<file path="config.mk">
export PLATFORM = sky130hd
export DESIGN_NAME = aud_fifo_req
export DESIGN_NICKNAME = d
export VERILOG_FILES = /design/src/rtl/aud_fifo_pkg.sv /design/src/rtl/aud_fifo_mem.sv /design/src/rtl/aud_fifo_thresh.sv /design/src/rtl/aud_fifo_req.sv
export SDC_FILE = /design/constraint.sdc
export NUM_CORES = 1
export LEC_CHECK = 0
export BUFFER_PORTS_ARGS = -buffer_cell sky130_fd_sc_hd__buf_4
export CAP_MARGIN = 15
export CORE_AREA = 4 4 112 157
export CTS_BUF_LIST = sky130_fd_sc_hd__clkbuf_4 sky130_fd_sc_hd__clkbuf_8
export DETAILED_ROUTE_END_ITERATION = 12
export DIE_AREA = 0 0 116 161
export GPL_ROUTABILITY_DRIVEN = 1
export GPL_TIMING_DRIVEN = 0
export PLACE_DENSITY = 0.55
export SYNTH_ARGS = -nofsm -noshare
export SYNTH_HDL_FRONTEND = slang
export SYNTH_SLANG_ARGS = --single-unit
export TNS_END_PERCENT = 1
</file>
<file path="constraint.sdc">
create_clock -name clk -period 3.5 [get_ports clk]
set_input_delay 0.175 -clock clk [delete_from_list [all_inputs] [get_ports clk]]
set_output_delay 0.175 -clock clk [all_outputs]
set_load 0.005 [all_outputs]
</file>
<file path="src/rtl/aud_fifo_pkg.sv">
package aud_fifo_pkg;
  typedef logic [2:0] lvl_t;

  localparam lvl_t LVL_EMPTY = 3'd0;
  localparam lvl_t LVL_LOW   = 3'd1;
  localparam lvl_t LVL_QTR   = 3'd2;
  localparam lvl_t LVL_HALF  = 3'd3;
  localparam lvl_t LVL_3QTR  = 3'd4;
  localparam lvl_t LVL_FULL  = 3'd5;

  // coarse occupancy code; depth is a power of two and at least 4
  function automatic lvl_t level_of(input int n, input int depth);
    int q;
    q = depth / 4;
    if (n == 0)            return LVL_EMPTY;
    else if (n < q)        return LVL_LOW;
    else if (n < 2 * q)    return LVL_QTR;
    else if (n < 3 * q)    return LVL_HALF;
    else if (n < depth)    return LVL_3QTR;
    else                   return LVL_FULL;
  endfunction
endpackage

</file>
<file path="src/rtl/aud_fifo_mem.sv">
module aud_fifo_mem #(
  parameter int DEPTH = 8,
  parameter int W     = 16,
  localparam int AW   = $clog2(DEPTH),
  localparam int CW   = $clog2(DEPTH + 1)
) (
  input  logic          clk,
  input  logic          rst_n,
  input  logic          push,
  input  logic [W-1:0]  push_data,
  input  logic          pop,
  output logic [W-1:0]  head,
  output logic [CW-1:0] count,
  output logic          ovf,
  output logic          udf
);
  logic [W-1:0]  mem [DEPTH];
  logic [AW-1:0] wp, rp;
  logic          full, empty, do_push, do_pop;

  assign full    = (count == CW'(DEPTH));
  assign empty   = (count == '0);
  assign do_push = push && !full;
  assign do_pop  = pop && !empty;
  assign ovf     = push && full;
  assign udf     = pop && empty;
  assign head    = mem[rp];

  always_ff @(posedge clk) begin
    if (do_push) mem[wp] <= push_data;
  end

  always_ff @(posedge clk or negedge rst_n) begin
    if (!rst_n) begin
      wp    <= '0;
      rp    <= '0;
      count <= '0;
    end else begin
      if (do_push) wp <= wp + 1'b1;
      if (do_pop)  rp <= rp + 1'b1;
      case ({do_push, do_pop})
        2'b10:   count <= count + 1'b1;
        2'b01:   count <= count - 1'b1;
        default: count <= count;
      endcase
    end
  end
endmodule

</file>
<file path="src/rtl/aud_fifo_thresh.sv">
module aud_fifo_thresh
  import aud_fifo_pkg::*;
#(
  parameter int DEPTH = 8,
  localparam int CW   = $clog2(DEPTH + 1)
) (
  input  logic [CW-1:0] count,
  input  logic          dir_rx,
  input  logic [2:0]    thresh,
  output lvl_t          level,
  output logic          req
);
  lvl_t thr_eff;

  always_comb begin
    level   = level_of(32'(count), DEPTH);
    thr_eff = (thresh > LVL_3QTR) ? LVL_3QTR : thresh;
    if (dir_rx) req = (level > thr_eff);
    else        req = (level <= thr_eff);
  end
endmodule

</file>
<file path="src/rtl/aud_fifo_req.sv">
module aud_fifo_req
  import aud_fifo_pkg::*;
#(
  parameter int DEPTH = 8,
  parameter int W     = 16,
  localparam int CW   = $clog2(DEPTH + 1)
) (
  input  logic         clk,
  input  logic         rst_n,
  input  logic         dir_rx,
  input  logic [2:0]   thresh,
  input  logic         req_en,
  input  logic         bus_wr,
  input  logic [W-1:0] bus_wdata,
  input  logic         bus_rd,
  input  logic         ser_push,
  input  logic [W-1:0] ser_data,
  input  logic         ser_pop,
  input  logic         err_clr,
  output logic [W-1:0] head_data,
  output logic [2:0]   level_code,
  output logic         req,
  output logic         irq,
  output logic         err
);
  logic          push, pop, ovf, udf;
  logic [W-1:0]  push_data;
  logic [CW-1:0] count;
  lvl_t          level;

  // direction routing: only the active side may add or remove
  assign push      = dir_rx ? ser_push : bus_wr;
  assign push_data = dir_rx ? ser_data : bus_wdata;
  assign pop       = dir_rx ? bus_rd   : ser_pop;

  aud_fifo_mem #(.DEPTH(DEPTH), .W(W)) u_mem (
    .clk(clk), .rst_n(rst_n), .push(push), .push_data(push_data),
    .pop(pop), .head(head_data), .count(count), .ovf(ovf), .udf(udf)
  );

  aud_fifo_thresh #(.DEPTH(DEPTH)) u_thr (
    .count(count), .dir_rx(dir_rx), .thresh(thresh),
    .level(level), .req(req)
  );

  assign level_code = level;
  assign irq        = req && req_en;

  always_ff @(posedge clk or negedge rst_n) begin
    if (!rst_n)            err <= 1'b0;
    else if (ovf || udf)   err <= 1'b1;
    else if (err_clr)      err <= 1'b0;
  end
endmodule

</file>
==> results.json <==
{
  "ios": 66,
  "period_needed_ps": 2600,
  "cts_made_buffers": 17,
  "antenna_found_initial": 0,
  "ir_worst_vdd_mv": 0.306,
  "clk_latency_ps": 430,
  "rows": 55,
  "start_util": 0.366,
  "worstSetupPathType": "flip-flop to output port",
  "postRouteWirelength_um": 12000,
  "area_growth_pct": 22.2,
  "syn_area_per_cell_um2": 20.5,
  "cts.clk_slew.worst_paths_ps": 80,
  "synth_nets": 341,
  "dominantRegCellSynth": "edfxtp_1",
  "die_area_um2": 18700,
  "vias_per_cell": 5.03,
  "cap_viol_max_count": 0,
  "ys_async_sr_fraction": 0.0791,
  "rsz0062_at_grt": "false",
  "holdWs_ps": 104,
  "grt_max_degree": 17,
  "cp_max_fo": 10,
  "grt_usage": 0.136,
  "clock_sinks": 139,
  "muxShareOfSynthArea": 0.214,
  "tritoncts": "yes",
  "die_h_um": 161,
  "cts_max_level": 4,
  "utilization": 0.447,
  "reg2reg_from": "u_mem.count[1]$_DFFE_PN0P_",
  "fin_crit_sh": 0.744,
  "fin_skew_ps": 15.1,
  "synthAdderAreaFrac": 0.0204,
  "netlist_instances": 288,
  "hold_viol": 0,
  "synth_xor_xnor_area_share": 0.0134,
  "drive_gt1_frac": 0.408,
  "die_w_um": 116,
  "setup_tns_ps": 0,
  "crit_chain": "clkbuf_1, clkbuf_1, mux4_1, mux2_2, buf_4",
  "finalSetupViolCount": 0,
  "grt_pass1_wl_um": 18400,
  "yosysMostFrequentCell": "edfxtp_1",
  "dr.pass1.iters": 4,
  "cp-end-kind": "output port",
  "critPathSlowestCell": "clkbuf_1",
  "antennaDiodeCount": 0,
  "slew_headroom": 0.321,
  "fillers": 1436,
  "worstPathRequired_ps": 3320,
  "slew_viol_final": 0,
  "leakagePower_nw": 2.59,
  "gp_congestion": 0.711,
  "cp-start-kind": "flip-flop",
  "netlist_area_um2": 5890,
  "hp-class": "primary input to asynchronous set/reset pin",
  "post_drt_wl_per_cell_um": 20.1,
  "vias": 2985,
  "cts_resized": 0,
  "drcViolationCount": 0,
  "r2r_slack_ps": 980,
  "reg2reg_depth": 5,
  "crit_arrival_ps": 2430,
  "status": "finished, final reports clean",
  "core_um2": 16100,
  "hpwl_um": 8260,
  "yosys-top-cells-count": "128 x edfxtp_1, 34 x mux2_2, 25 x mux4_1, 11 x dfrtp_1, 10 x nand2_1",
  "clock_path_buffers": 2,
  "grt_overflow_total": 0,
  "portBuffers": 65,
  "synth_compound_area_frac": 0.00807,
  "r2r_end": "u_mem.mem[1][13]$_DFFE_PP_",
  "yosysUniqueCellTypes": 28,
  "yosysTopAreaCellShare": 0.653,
  "synthSimpleGateAreaFrac": 0.0249,
  "synth_area_leader_cell": "edfxtp_1",
  "cpPeakStageDelay_ps": 520,
  "synth_warnings": 0,
  "root_buffer": "clkbuf_8",
  "synth_area_leaders": "edfxtp_1 65%, mux4_1 11%, mux2_2 6.5%",
  "worst_pin_slew_ps": 1010,
  "synth_seq_area_share": 0.699,
  "synth.ff_latch_count": 139,
  "fin_area_um2": 7200,
  "place_area_um2": 6760,
  "p_per_area_nw_per_um2": 776,
  "fmax_mhz": 384,
  "grt_pass1_vias": 3204,
  "antenna_left": 0,
  "synth_edf_count": 128,
  "nets": 435,
  "first_iter_violations": 93,
  "crit_top_cell": "clkbuf_1",
  "synth_top_family_by_area": "multiplexers"
}
registers in the layout, summed over array words and instances (netlist names):
name         flops
u_mem.wp         3
u_mem.mem      128
u_mem.count      4
u_mem.rp         3
err              1
timing repair:
item	in CTS	in global routing
setup buffers	0	0
hold buffers	2	0
endpoints found under the hold margin	12	0
area by class of cell:
| type | instances | area, um^2 | area share |
|---|---|---|---|
| multi-input cells | 127 | 1690 | 0.234 |
| inverters | 9 | 33.8 | 0.00469 |
| flip-flops and latches | 139 | 4120 | 0.572 |
| clock buffers | 18 | 241 | 0.0335 |
| plain buffers | 13 | 85.1 | 0.0118 |
| well taps | 199 | 249 | 0.0346 |
| repair buffers | 75 | 606 | 0.0841 |
| clock inverters | 14 | 178 | 0.0247 |
worst max-delay path: cells and delay by family (launching register included):
family / cells / cell delay, ps
DFF: 1 / 350
buffers and inverters: 3 / 960
muxes: 2 / 700
layer usage:
layer | routed length [um] | up-vias | track usage
met2 | 6710 | 76 | 0.249
met4 | 135 | 0 | 0.0380
met5 | 0 | - | 0
met3 | 525 | 8 | 0.0405
li1 | - | 1367 | -
met1 | 4600 | 1534 | 0.150
placed cells by master, fill, tap and decap left out, types with 3 or more instances in the layout:
master       n
a21oi_1      3
buf_2        4
buf_4       65
buf_6       10
bufinv_16    4
clkbuf_8    17
clkinv_1     4
dfrtp_1     11
edfxtp_1   128
ha_1         8
inv_1        9
mux2_2      34
mux2i_1      4
mux4_1      25
mux4_2       8
nand2_1     10
nor2_1       4
nor3b_2      4
o21ai_0      3
xnor2_1      6
xor2_1       3
worst max path at each step:
stage                               start                    endpoint  cells past startpoint
6_report          u_mem.rp[1]$_DFFE_PN0P_                head_data[9]                      5
5_1_grt        u_mem.count[1]$_DFFE_PN0P_  u_mem.count[3]$_DFFE_PN0P_                      8
4_1_cts           u_mem.rp[1]$_DFFE_PN0P_               head_data[12]                      5
3_5_place_dp   u_mem.count[1]$_DFFE_PN0P_   u_mem.mem[5][8]$_DFFE_PP_                      5
3_3_place_gp   u_mem.count[1]$_DFFE_PN0P_   u_mem.mem[3][5]$_DFFE_PP_                      4
2_1_floorplan  u_mem.count[1]$_DFFE_PN0P_   u_mem.mem[2][0]$_DFFE_PP_                      4
metrics by stage:
step / total power [W] / cells / setup WS, ps
after floorplan: 0.00348 / 288 / 907
after global placement: 0.00422 / 552 / -571
after detailed placement: 0.00434 / 560 / 952
after CTS: 0.00570 / 594 / 824
after global routing: 0.00593 / 594 / 735
final: 0.00559 / 594 / 897
power breakdown:
group	switching [W]	internal [W]
sequential	0.000113	0.00213
clock	0.000579	0.000773
combinational	0.000928	0.00107
total	0.00162	0.00397
logic make-up after synthesis:
family	after synthesis
AOI/OAI and AO/OA	8
buffers and inverters	22
adders and majority gates	9
DFF	139
and+or+nand+nor	30
muxes	71
xor gates and xnor gates	9
Power figures use the tool's default switching activity.
